==> src/rtl/wkt_pkg.sv <==
// Package wkt_pkg
// Holds the shared widths, the register word addresses and the control
// field positions for the prescaled wakeup timer.
// Assumes: one word per register and a flat address space.
package wkt_pkg;
    parameter int CNT_W  = 32;
    parameter int PRE_W  = 12;
    parameter int ADDR_W = 3;

    localparam int CTRL_EN_BIT  = 0;
    localparam int CTRL_PRE_LSB = 1;

    typedef enum logic [2:0] {
        A_CTRL   = 3'd0,
        A_LIMIT  = 3'd1,
        A_COUNT  = 3'd2,
        A_IRQ    = 3'd3,
        A_FORCE  = 3'd4,
        A_CAUSE  = 3'd5
    } wkt_addr_e;

    typedef struct packed {
        logic [PRE_W-1:0] pre;
        logic             en;
    } wkt_ctrl_t;
endpackage

==> src/rtl/wkt_flag.sv <==
// Module wkt_flag
// A sticky status bit. The set input has priority over the clear input.
// Assumes: set and clr are single-cycle strobes in the clk domain.
module wkt_flag (
    input  logic clk,
    input  logic rst_n,
    input  logic set,
    input  logic clr,
    output logic q
);
    // Keep the bit; the set input wins over the clear input.
    always_ff @(posedge clk) begin
        if (!rst_n)   q <= 1'b0;
        else if (set) q <= 1'b1;
        else if (clr) q <= 1'b0;
    end
endmodule

==> src/rtl/wkt_prescale.sv <==
// Module wkt_prescale
// Divides the clock by (pre_val + 1) while enabled and gives a one-cycle
// tick on the cycle in which the prescale counter wraps.
// Assumes: pre_val may change at any time. The counter holds while the
// block is disabled.
module wkt_prescale #(
    parameter int PRE_W = 12
) (
    input  logic             clk,
    input  logic             rst_n,
    input  logic             en,
    input  logic [PRE_W-1:0] pre_val,
    output logic             tick
);
    logic [PRE_W-1:0] pre_cnt;
    logic             wrap;

    // Wrap when the counter matches the programmed prescale value.
    always_comb begin
        wrap = (pre_cnt == pre_val);
        tick = en && wrap;
    end

    // Step the prescale counter while enabled; restart at zero on a wrap.
    always_ff @(posedge clk) begin
        if (!rst_n)    pre_cnt <= '0;
        else if (en) pre_cnt <= wrap ? '0 : pre_cnt + 1'b1;
    end
endmodule

==> src/rtl/wkt_counter.sv <==
// Module wkt_counter
// The main wakeup count and the expiry compare against the limit.
// Assumes: a software load (ld) has priority over a tick in the same cycle.
module wkt_counter #(
    parameter int CNT_W = 32
) (
    input  logic             clk,
    input  logic             rst_n,
    input  logic             en,
    input  logic             tick,
    input  logic             ld,
    input  logic [CNT_W-1:0] ld_val,
    input  logic [CNT_W-1:0] limit,
    output logic [CNT_W-1:0] count,
    output logic             expired
);
    // Expiry: while enabled, the count is at or above the limit.
    always_comb expired = en && (count >= limit);

    // Load from software first; otherwise add one on each prescale tick.
    always_ff @(posedge clk) begin
        if (!rst_n)       count <= '0;
        else if (ld)      count <= ld_val;
        else if (tick)    count <= count + 1'b1;
    end
endmodule

==> src/rtl/wkt_regs.sv <==
// Module wkt_regs
// Register front end: holds the control and limit registers, decodes
// writes into strobes for the other parts, and returns registered reads.
// Assumes: wr_en and rd_en are not high together; addr is a word address.
module wkt_regs
    import wkt_pkg::*;
#(
    parameter int CNT_W  = 32,
    parameter int PRE_W  = 12,
    parameter int ADDR_W = 3
) (
    input  logic              clk,
    input  logic              rst_n,
    input  logic              wr_en,
    input  logic [ADDR_W-1:0] addr,
    input  logic [CNT_W-1:0]  wr_data,
    input  logic              rd_en,
    input  logic [CNT_W-1:0]  count,
    input  logic              irq_q,
    input  logic              cause_q,
    output logic              ctrl_en,
    output logic [PRE_W-1:0]  pre_val,
    output logic [CNT_W-1:0]  limit,
    output logic              cnt_ld,
    output logic              irq_clr,
    output logic              irq_force,
    output logic              cause_clr,
    output logic              rd_valid,
    output logic [CNT_W-1:0]  rd_data
);
    localparam int CTRL_W = PRE_W + 1;

    wkt_ctrl_t       ctrl_q;
    logic [CNT_W-1:0] rd_mux;
    logic            hit_ctrl, hit_limit, hit_count, hit_irq, hit_force, hit_cause;

    // Decode the word address once for both directions.
    always_comb begin
        hit_ctrl  = (addr == ADDR_W'(A_CTRL));
        hit_limit = (addr == ADDR_W'(A_LIMIT));
        hit_count = (addr == ADDR_W'(A_COUNT));
        hit_irq   = (addr == ADDR_W'(A_IRQ));
        hit_force = (addr == ADDR_W'(A_FORCE));
        hit_cause = (addr == ADDR_W'(A_CAUSE));
    end

    // Turn writes into single-cycle strobes for the count and the flags.
    always_comb begin
        cnt_ld    = wr_en && hit_count;
        irq_clr   = wr_en && hit_irq   &&  wr_data[0];
        irq_force = wr_en && hit_force &&  wr_data[0];
        cause_clr = wr_en && hit_cause && !wr_data[0];
    end

    // Store the control and limit registers on their writes.
    always_ff @(posedge clk) begin
        if (!rst_n) begin
            ctrl_q <= '0;
            limit  <= '0;
        end else if (wr_en) begin
            if (hit_ctrl)  ctrl_q <= wkt_ctrl_t'(wr_data[CTRL_PRE_LSB+PRE_W-1:CTRL_EN_BIT]);
            if (hit_limit) limit  <= wr_data;
        end
    end

    // Pass the control fields on to the datapath.
    always_comb begin
        ctrl_en = ctrl_q.en;
        pre_val = ctrl_q.pre;
    end

    // Pick the addressed register; unmapped and write-only addresses give 0.
    always_comb begin
        rd_mux = '0;
        if (hit_ctrl)  rd_mux = CNT_W'({ctrl_q.pre, ctrl_q.en});
        if (hit_limit) rd_mux = limit;
        if (hit_count) rd_mux = count;
        if (hit_irq)   rd_mux = CNT_W'(irq_q);
        if (hit_cause) rd_mux = CNT_W'(cause_q);
    end

    // Register the read response so that it is valid the cycle after rd_en.
    always_ff @(posedge clk) begin
        if (!rst_n) begin
            rd_valid <= 1'b0;
            rd_data  <= '0;
        end else begin
            rd_valid <= rd_en;
            rd_data  <= rd_en ? rd_mux : '0;
        end
    end

    if (CTRL_W > CNT_W) begin : g_bad_width
        initial $error("control register wider than data path");
    end
endmodule

==> src/rtl/wkt_top.sv <==
// Module wkt_top
// Prescaled wakeup timer: register front end, prescaler, main count,
// sticky interrupt bit and sticky wakeup-cause flag.
// Assumes: a single clock domain and a synchronous active-low reset.
module wkt_top
    import wkt_pkg::*;
#(
    parameter int CNT_W  = wkt_pkg::CNT_W,
    parameter int PRE_W  = wkt_pkg::PRE_W,
    parameter int ADDR_W = wkt_pkg::ADDR_W
) (
    input  logic              clk,
    input  logic              rst_n,
    input  logic              wr_en,
    input  logic [ADDR_W-1:0] addr,
    input  logic [CNT_W-1:0]  wr_data,
    input  logic              rd_en,
    output logic              rd_valid,
    output logic [CNT_W-1:0]  rd_data,
    output logic              irq_wake,
    output logic              wake_req
);
    logic             ctrl_en;
    logic [PRE_W-1:0] pre_val;
    logic [CNT_W-1:0] limit;
    logic [CNT_W-1:0] count;
    logic             cnt_ld, irq_clr, irq_force, cause_clr;
    logic             tick, expired;
    logic             irq_q, cause_q;
    logic             irq_set;

    wkt_regs #(.CNT_W(CNT_W), .PRE_W(PRE_W), .ADDR_W(ADDR_W)) u_regs (
        .clk(clk), .rst_n(rst_n), .wr_en(wr_en), .addr(addr), .wr_data(wr_data),
        .rd_en(rd_en), .count(count), .irq_q(irq_q), .cause_q(cause_q),
        .ctrl_en(ctrl_en), .pre_val(pre_val), .limit(limit), .cnt_ld(cnt_ld),
        .irq_clr(irq_clr), .irq_force(irq_force), .cause_clr(cause_clr),
        .rd_valid(rd_valid), .rd_data(rd_data)
    );

    wkt_prescale #(.PRE_W(PRE_W)) u_pre (
        .clk(clk), .rst_n(rst_n), .en(ctrl_en), .pre_val(pre_val), .tick(tick)
    );

    wkt_counter #(.CNT_W(CNT_W)) u_cnt (
        .clk(clk), .rst_n(rst_n), .en(ctrl_en), .tick(tick), .ld(cnt_ld),
        .ld_val(wr_data), .limit(limit), .count(count), .expired(expired)
    );

    // The interrupt bit is set by an expiry or by a forced test write.
    always_comb irq_set = expired || irq_force;

    wkt_flag u_irq (
        .clk(clk), .rst_n(rst_n), .set(irq_set), .clr(irq_clr), .q(irq_q)
    );

    wkt_flag u_cause (
        .clk(clk), .rst_n(rst_n), .set(expired), .clr(cause_clr), .q(cause_q)
    );

    // Drive the outputs straight from the two sticky bits.
    always_comb begin
        irq_wake = irq_q;
        wake_req = cause_q;
    end
endmodule

==> config.mk <==
export PLATFORM = sky130hd
export DESIGN_NAME = wkt_top
export DESIGN_NICKNAME = d
export VERILOG_FILES = /design/src/rtl/wkt_pkg.sv /design/src/rtl/wkt_flag.sv /design/src/rtl/wkt_prescale.sv /design/src/rtl/wkt_counter.sv /design/src/rtl/wkt_regs.sv /design/src/rtl/wkt_top.sv
export SDC_FILE = /design/constraint.sdc
export NUM_CORES = 1
export LEC_CHECK = 0
export CAP_MARGIN = 5
export CORE_MARGIN = 2
export CORE_UTILIZATION = 60
export CTS_CLUSTER_DIAMETER = 60
export DETAILED_ROUTE_END_ITERATION = 10
export DONT_BUFFER_PORTS = 1
export PLACE_DENSITY = 0.76
export SLEW_MARGIN = 20
export SYNTH_ARGS = -nofsm -noshare
export SYNTH_HDL_FRONTEND = slang
export SYNTH_HIERARCHICAL = 1
export SYNTH_SLANG_ARGS = --single-unit
==> constraint.sdc <==
create_clock -name clk -period 3.79 [get_ports clk]
set_input_delay 0.379 -clock clk [delete_from_list [all_inputs] [get_ports clk]]
set_output_delay 0.379 -clock clk [all_outputs]
set_load 0.005 [all_outputs]
# --- Word-level counts from Yosys, hierarchy flattened ---
# Index checks and enable logic that the tools add are counted.
# W data, S select, Z words.
totals:
  regBits: 124
  latch_bits: 0
  mem_bits_rw: 0
  romBits: 0
  in_bits: 39
  mem_count: 0
op_classes:
  n_addsub: 2
  n_mul: 0
  n_div: 0
  order_cmp: 1
  eq_ne: 6
  shift: 0
  mux: 12
  bitwise_logic: 2
  n_reduce_logical: 19
ops:
  columns: ["op", "n"]
  rows:
  - ["$mux W32", 4]
  - ["$add A32 B1 Y32 const B", 1]
  - ["$ge A32 B32 Y1", 1]
  - ["$mux W13", 1]
  - ["$add A12 B1 Y12 const B", 1]
  - ["$eq A12 B12 Y1", 1]
  - ["$mux W12", 1]
  - ["$logic_and A1 B1 Y1", 9]
  - ["$eq A3 B2 Y1 const B", 2]
  - ["$eq A3 B3 Y1 const B", 2]
  - ["$mux W1", 6]
  - ["$reduce_and A2 Y1", 3]
  - ["$reduce_bool A2 Y1", 3]
  - ["$reduce_or A4 Y1", 1]
  - ["$eq A3 B1 Y1 const B", 1]
  - ["$logic_not A3 Y1", 1]
  - ["$not A1 Y1", 2]
  - ["$logic_not A1 Y1", 1]
  - ["$logic_or A1 B1 Y1", 1]

# --- Longest topological paths before layout ---
# Gate-level depths: netlist (run 1).
depth:
  ltp_word: 6
  ltp_mapped: 10
  depth_no_buf: 9

# --- By module ---
# The synthesis (run 1) kept the hierarchy.
modules_own_cells:
  columns: ["mod", "instances", "cells_per_inst", "area_each_um2", "seq_area_each_um2"]
  rows:
  - ["wkt_regs", 1, 350, 3234.4, 1561.5]
  - ["wkt_counter", 1, 321, 2607.5, 640.6]
  - ["wkt_prescale", 1, 78, 679.4, 240.2]
  - ["wkt_flag", 2, 3, 41.3, 20.0]
  - ["wkt_top", 1, 1, 6.3, 0.0]

# --- Worst setup path before layout (run 1) ---
# No wires, ideal clock.
synth_timing:
  path_kind: "flip-flop to flip-flop"
  from: "register u_cnt.count[0]"
  to: "register u_irq.q"
  setup_ps: 115
  arrival_ps: 2156
  required_ps: 3675
  slack_ps: 1520
  stages_incl_launch_ff: 10
  path_buffers: 0
  synth_period_minus_slack_ps: 2270
  path_cell_list: "dfxtp_1 -> inv_1 -> ha_1 -> nand2b_1 -> a2111oi_0 -> o21ai_0 -> a2111oi_0 -> o21ai_1 -> or2_1 -> o21a_1"
synth_between:
  elab_chain_cells: 4
  word_cells_on_any_way: 5
  classes_between: "order compare (1); mux (1); reduce/logical (3)"
synth_rtl:
  columns: ["element", "line_no", "text"]
  rows:
  - ["from (decl)", "wkt_counter.sv:14", "output logic [CNT_W-1:0] count,"]
  - ["from (signal assigned)", "wkt_counter.sv:23", "else if (ld) count <= ld_val;"]
  - ["from (signal assigned)", "wkt_counter.sv:24", "else if (tick) count <= count + 1'b1;"]
  - ["$ge A32 B32 Y1 *", "wkt_counter.sv:18", "always_comb expired = en && (count >= limit);"]
  - ["$logic_and A1 B1 Y1 *", "wkt_counter.sv:18", null]
  - ["net expired", "wkt_top.sv:28", "logic tick, expired;"]
  - ["$logic_or A1 B1 Y1 *", "wkt_top.sv:50", "always_comb irq_set = expired || irq_force;"]
  - ["net irq_set", "wkt_top.sv:30", "logic irq_set;"]
  - ["$mux W1 or $reduce_bool A2 Y1 (tied branches)", null, null]
  - ["to (signal assigned)", "wkt_flag.sv:13", "if (!rst_n) q <= 1'b0;"]
  - ["to (signal assigned)", "wkt_flag.sv:14", "else if (set) q <= 1'b1;"]
  - ["to (signal assigned)", "wkt_flag.sv:15", "else if (clr) q <= 1'b0;"]
  - ["to (decl)", "wkt_flag.sv:9", "output logic q"]
# The timed path passes the listed nets; every way through them passes the cells marked *.
# A chain may end at the register's enable or synchronous reset.

# --- Final worst setup path (run 1) ---
# Ends and elaborated chain as after synthesis.

==> results of run 1 <==
[per-stage QoR]
step | instance area, µm² | power (W) | setup slack, ns
after detailed placement | 6540 | 0.00157 | 0.994
final | 7500 | 0.00321 | 0.905
after global routing | 7500 | 0.00330 | 0.801
after floorplan | 6610 | 0.00155 | 1.52
after CTS | 7490 | 0.00321 | 0.963
after global placement | 6530 | 0.00156 | 1.21
[layout by cell type (no fill, tap or decap), drive strengths merged, types with 3 or more instances in the layout]
master and count:
a211oi 11, a21boi 46, a21o 3, a21oi 32
a22oi 20, and2 13, and3 5, and4 6
buf 5, clkbuf 22, clkinv 5, clkinvlp 5
dfxtp 124, dlygate4sd3 34, ha 34, inv 41
mux2i 14, nand2 117, nand2b 3, nand3 21
nand4 15, nor2 63, nor2b 5, nor3 11
nor3b 5, nor4 12, o21a 4, o21ai 28
o22ai 12, xnor2 42, xor2 11
[cell type report]
type	instances	share of cell area, %
Clock inverter	10	1.50
Inverter	43	2.15
Sequential cell	124	33.1
Multi-Input combinational cell	547	49.3
Timing Repair Buffer	39	5.20
Clock buffer	22	6.44
Tap cell	140	2.33
[worst max-delay path: cells and delay by family, from the launching register on]
| kind | cells | cell delay (ns) |
|---|---|---|
| buf+inv | 1 | 0.07 |
| simple gates | 2 | 0.39 |
| compound gates | 5 | 1.60 |
| fa+ha+maj | 1 | 0.27 |
| flops | 1 | 0.45 |
[per-layer routing]
metal	global-route usage (%)	up-vias	wire length, µm
met5	0	-	0
met4	12.9	0	403
met3	7.59	37	1090
met2	47.8	219	7880
met1	36.0	2688	7300
li1	-	2639	-
[state kept, by name, indices dropped and copies added, names as in the netlist]
name,cells
u_cnt/count,32
u_pre/pre_cnt,12
u_regs/ctrl_en,1
u_regs/rd_valid,1
u_regs/limit,32
u_irq/q,1
u_cause/q,1
u_regs/rd_data,32
u_regs/pre_val,12
[worst max path at each step]
stage                                   from                            to  slack (ns)  cells past startpoint
2_1_floorplan    u_cnt/count[0]$_SDFFE_PN0P_          u_irq/q$_SDFFE_PN0P_        1.52                      9
3_3_place_gp   u_pre/pre_cnt[1]$_SDFFE_PN0P_  u_cnt/count[15]$_SDFFE_PN0P_        1.21                      9
3_5_place_dp     u_cnt/count[0]$_SDFFE_PN0P_          u_irq/q$_SDFFE_PN0P_        0.99                      9
4_1_cts          u_cnt/count[0]$_SDFFE_PN0P_          u_irq/q$_SDFFE_PN0P_        0.96                      9
5_1_grt          u_cnt/count[0]$_SDFFE_PN0P_          u_irq/q$_SDFFE_PN0P_        0.80                      9
6_report         u_cnt/count[0]$_SDFFE_PN0P_          u_irq/q$_SDFFE_PN0P_        0.91                      9
[power by group through the flow]
stage / Combinational, W / Clock (W) / Sequential, W
floorplan: 0.000170 / 0 / 0.00138
global placement: 0.000169 / 0 / 0.00139
detailed placement: 0.000178 / 0 / 0.00139
CTS: 0.000226 / 0.00162 / 0.00136
global route: 0.000254 / 0.00168 / 0.00137
finish: 0.000233 / 0.00161 / 0.00136
[logic make-up after synthesis]
| kind of cell | share of synthesized area [%] |
|---|---|
| simple gates | 23.3 |
| compound gates | 16.3 |
| flops | 37.6 |
| buf+inv | 6.83 |
| xor+xnor | 7.02 |
| fa+ha+maj | 6.44 |
| mux | 2.52 |
==> flow_metrics.py, run 1 <==
metrics = {
    "power": {
        "power-per-cell-area_nw_per_um2": 427,
        "irDropWorstVdd_mv": 0.326,
        "p_int_w": 0.00246,
        "p_seq_share_pct": 42.5,
        "p_comb_share_pct": 7.3,
        "pwr-share-clk_pct": 50.3,
        "p_sw_share_pct": 23.3,
        "power_switching_w": 0.000748,
        "power.leakage_nw": 2.65,
    },
    "clock_network": {
        "cts_setup_buffers": 0,
        "cts.sinks": 124,
        "cts_max_level": 4,
        "ctsHoldBuffers": 35,
        "clk_latency_ns": 0.54,
        "clock-root-buffer": "clkbuf_8",
        "cts_tree": "done",
        "clk_pin_slew_ns": 0.06,
        "cts_buffers": 17,
        "clockBufferDepth": 2,
        "cts_resized": 0,
    },
    "worst_setup_path": {
        "cpPeakStageDelay_ns": 0.56,
        "worstReg2RegStart": "u_cnt/count[0]$_SDFFE_PN0P_",
        "cpMaxStageDelayCell": "a2111oi_0",
        "r2r-end": "u_irq/q$_SDFFE_PN0P_",
        "crit_path_cell_trace": "inv_1, ha_1, nand2b_1, a2111oi_0, o21ai_0, a2111oi_0, o21ai_1, or2_1, o21a_1",
        "cp.arrival_ns": 3.32,
        "worstSetupStartpointType": "flip-flop",
        "crit_fanout": 7,
        "critPathCaptureType": "flip-flop",
        "reg2reg_slack_ns": 0.91,
        "crit_top_cell": "a2111oi_0",
        "worst-r2r-cell-count": 9,
        "criticalPathCategory": "flip-flop to flip-flop",
        "required_ns": 4.22,
    },
    "outcome": {
        "status": "finished, final reports clean",
    },
    "layout": {
        "register_area_um2": 2480,
        "final_cells": 925,
        "nFillCells": 853,
        "nets": 845,
        "n_antenna_cell": 0,
        "layout-drive-gt1-share_pct": 9.43,
        "fin_util_pct": 69.5,
        "area_growth_pct": 13.5,
        "multi_input_area_um2": 3700,
    },
    "global_route": {
        "grt_max_degree": 63,
        "antenna_found_initial": 0,
        "grt_pass1_vias": 5463,
        "overflow": 0,
        "grt_usage_pct": 29.2,
        "grt_pass1_wl_mm": 26.5,
    },
    "floorplanning": {
        "coreArea_um2": 10800,
        "initial_core_util_pct": 61.2,
        "die_y_um": 109,
        "rows": 38,
        "die_x_um": 109,
        "io_pins": 74,
        "die_area_um2": 11900,
    },
    "timing": {
        "fmaxAchievable_ghz": 0.347,
        "final-max-slew-violation-count": 0,
        "slew_headroom_pct": 29.0,
        "fin_skew_ns": 0.0112,
        "hold_ws_ns": 0.0199,
        "setup_tns_ns": 0,
        "period_needed_ns": 2.88,
        "finalCritPeriodShare_pct": 76.1,
        "rsz0062_at_grt": "no",
        "final-setup-viol-count": 0,
        "worstMarginPinSlew_ns": 1.06,
        "hold_viol": 0,
    },
    "min_path": {
        "holdPathEnd": "u_cnt/count[29]$_SDFFE_PN0P_",
        "min_path_type": "primary input to flip-flop",
        "hold_depth": 2,
        "worstHoldStart": "wr_data[29]",
    },
    "drt": {
        "routed_wirelength_mm": 16.7,
        "drc": 0,
        "routedWlPerCell_um": 18.0,
        "ant_nets": 0,
        "via_count": 5583,
        "post_drt_via_cell_ratio": 6.04,
        "drt_iter0_drc": 421,
        "drt_first_pass_iters": 6,
    },
    "logic_synthesis": {
        "synthMostInstantiatedCell": "dfxtp_1",
        "ys_types": 59,
        "yosys.area.top_type": "dfxtp_1",
        "syn_area_um2": 6610,
        "synthArstFlopShare_pct": 0,
        "synth_nets": 829,
        "synthTopCellsByArea": "dfxtp_1, nand2_1, ha_1, xnor2_1, a21boi_1",
        "syn_avg_cell_area_um2": 8.74,
        "synth-warning-count": 6,
        "synthCells": 756,
        "synthFlopType": "dfxtp_1",
        "synthTopCellsByCount": "dfxtp_1, nand2_1, nor2_1",
        "synth_top_area_share_pct": 37.6,
        "ys_seq_area_share_pct": 37.6,
        "synth_edf_count": 0,
        "ys_ff_latch": 124,
    },
    "placed_design": {
        "dp.cells": 858,
        "io_buffers": 0,
        "gp_congestion": 0.881,
        "place.detailed.hpwl_mm": 10.9,
    },
    "flow_run": {
        "cap_violations": 0,
    },
}
No activity file was read; power rests on OpenSTA's default activity.
==> inputs of run 2 (changes only) <==
Settings changed: CORE_UTILIZATION 60 to 58.
Clock period 3.79 ns to 2.6 ns, I/O delays scaled along.
==> flow_metrics.py, run 2 (synthesized netlist as in run 1, its figures left out) <==
metrics = {
    "worst_setup_path": {
        "crit_fanout": 10,
        "cpMaxStageDelayCell": "dfxtp_1",
        "cpPeakStageDelay_ns": 0.44,
        "required_ns": 2.93,
        "worstSetupStartpointType": "flip-flop",
        "cp.arrival_ns": 2.75,
        "criticalPathCategory": "flip-flop to flip-flop",
        "crit_path_cell_trace": "xnor2_1, nand3_1, nor4_2, buf_4, nand3_2, nor4_2, xnor2_1, a211oi_1",
        "critPathCaptureType": "flip-flop",
    },
    "timing": {
        "setup_tns_ns": 0,
        "worstMarginPinSlew_ns": 0.928,
        "period_needed_ns": 2.42,
        "final-setup-viol-count": 0,
        "fin_skew_ns": 0.00826,
        "slew_headroom_pct": 38.1,
        "fmaxAchievable_ghz": 0.412,
        "finalCritPeriodShare_pct": 93.3,
        "hold_viol": 0,
        "final-max-slew-violation-count": 0,
        "rsz0062_at_grt": "no",
    },
    "layout": {
        "layout-drive-gt1-share_pct": 10.3,
        "nFillCells": 843,
        "register_area_um2": 2480,
        "largestRegisters": "u_cnt/count (32), u_regs/limit (32), u_regs/rd_data (32)",
        "final_common_cell": "dfxtp_1",
        "area_growth_pct": 15.8,
        "mostFrequentLayoutCells": "dfxtp_1, nand2_1, nor2_1",
        "nets": 865,
        "n_antenna_cell": 0,
        "multi_input_area_um2": 3700,
        "fin_util_pct": 69.7,
    },
    "drt": {
        "routedWlPerCell_um": 17.7,
        "drc": 0,
        "via_count": 5660,
        "drt_first_pass_iters": 5,
        "ant_nets": 0,
        "post_drt_via_cell_ratio": 5.99,
        "drt_iter0_drc": 514,
        "routed_wirelength_mm": 16.7,
    },
    "power": {
        "power.leakage_nw": 2.77,
        "power-per-cell-area_nw_per_um2": 604,
        "irDropWorstVdd_mv": 0.546,
    },
    "global_route": {
        "grt_pass1_wl_mm": 26.8,
        "grt_max_degree": 59,
        "overflow": 0,
        "grt_pass1_vias": 5406,
        "grt_usage_pct": 27.1,
        "antenna_found_initial": 0,
    },
    "clock_network": {
        "cts_max_level": 4,
        "clk_latency_ns": 0.42,
        "clock-root-buffer": "clkbuf_16",
        "cts_tree": "done",
        "clk_pin_slew_ns": 0.05,
        "clockBufferDepth": 2,
        "cts.sinks": 124,
        "cts_buffers": 17,
    },
    "floorplanning": {
        "die_x_um": 111,
        "die_area_um2": 12300,
        "die_y_um": 111,
        "initial_core_util_pct": 60.2,
        "coreArea_um2": 11000,
        "rows": 38,
        "io_pins": 74,
    },
    "placed_design": {
        "place.detailed.hpwl_mm": 10.9,
        "gp_congestion": 0.925,
        "io_buffers": 0,
    },
    "flow_run": {
        "cap_violations": 0,
    },
    "min_path": {
        "min_path_type": "primary input to flip-flop",
    },
    "outcome": {
        "status": "finished, final reports clean",
    },
}
## run 2: changes by cell type in the layout (fill, tap and decap cells not counted), moves of 2 or more
cell           before  now
clkbuf_1            0    4
nand3_2             1    3
clkbuf_8            6    3
dlygate4sd3_1      34   43
clkinv_2            3    6
nand3_1            20   18
buf_4               4   15
clkinvlp_4          5    0
## run 2: worst max-delay path: cells and delay by family, from the launching register on
kind	cells	cell delay, ns
buffers and inverters	1	0.23
AND/OR/NAND/NOR	4	1.13
flip-flops	1	0.44
AO/OA/AOI/OAI	1	0.24
XOR/XNOR	2	0.28
## run 2: report_power, final
part / switching (W) / internal (W) / leakage (nW)
clock network: 0.000814 / 0.00147 / 0.288
logic: 0.000187 / 0.000167 / 1.48
registers: 0.0000413 / 0.00194 / 1.00
total: 0.00104 / 0.00358 / 2.77
## run 2: final timing paths
path                                                     from                       endpoint  slack, ns  cells after the start
worst max-delay path            u_pre/pre_cnt[8]$_SDFFE_PN0P_   u_cnt/count[27]$_SDFFE_PN0P_       0.18                      8
worst min-delay path                               wr_data[9]    u_cnt/count[9]$_SDFFE_PN0P_       0.02                      2
worst max register to register  u_pre/pre_cnt[8]$_SDFFE_PN0P_   u_cnt/count[27]$_SDFFE_PN0P_       0.18                      8
worst min register to register  u_regs/limit[18]$_SDFFE_PN0P_  u_regs/limit[18]$_SDFFE_PN0P_       0.47                      2
## run 2: area by class of cell
| class | instances | area share (%) |
|---|---|---|
| clock inverter | 8 | 1.18 |
| sequential | 124 | 32.4 |
| multi-input combinational | 547 | 48.3 |
| inverter | 43 | 2.11 |
| tap | 140 | 2.29 |
| timing repair buffer | 59 | 7.36 |
| clock buffer | 24 | 6.29 |
## run 2: layer usage
layer  global-route usage (%)  vias up  wire length [µm]
li1                         -     2679                 -
met1                     34.3     2715              7060
met2                     44.5      224              8130
met3                     7.38       42              1170
met4                     9.83        0               388
met5                        0        -                 0
## run 2: repair_timing
action / 4_1_cts / 5_1_grt
cloned: 0 / 0
endpoints found under the setup margin: 1 / 5
hold buffers: 44 / 0
hold endpoints to repair: 75 / 0
pin swaps: 0 / 1
resized for setup: 1 / 4
buffers inserted: 0 / 0
## run 2: through the flow
stage / std cells / cell area [µm²] / worst slack [ns] / hold slack [ns] / power, W
2_1_floorplan: 756 / 6610 / 0.330 / 0.377 / 0.00226
3_3_place_gp: 869 / 6610 / 0.216 / 0.387 / 0.00228
3_5_place_dp: 869 / 6610 / 0.121 / 0.390 / 0.00229
4_1_cts: 945 / 7640 / 0.0544 / 0.00523 / 0.00464
5_1_grt: 945 / 7650 / 0.00815 / 0.00587 / 0.00477
6_report: 945 / 7650 / 0.175 / 0.0158 / 0.00462
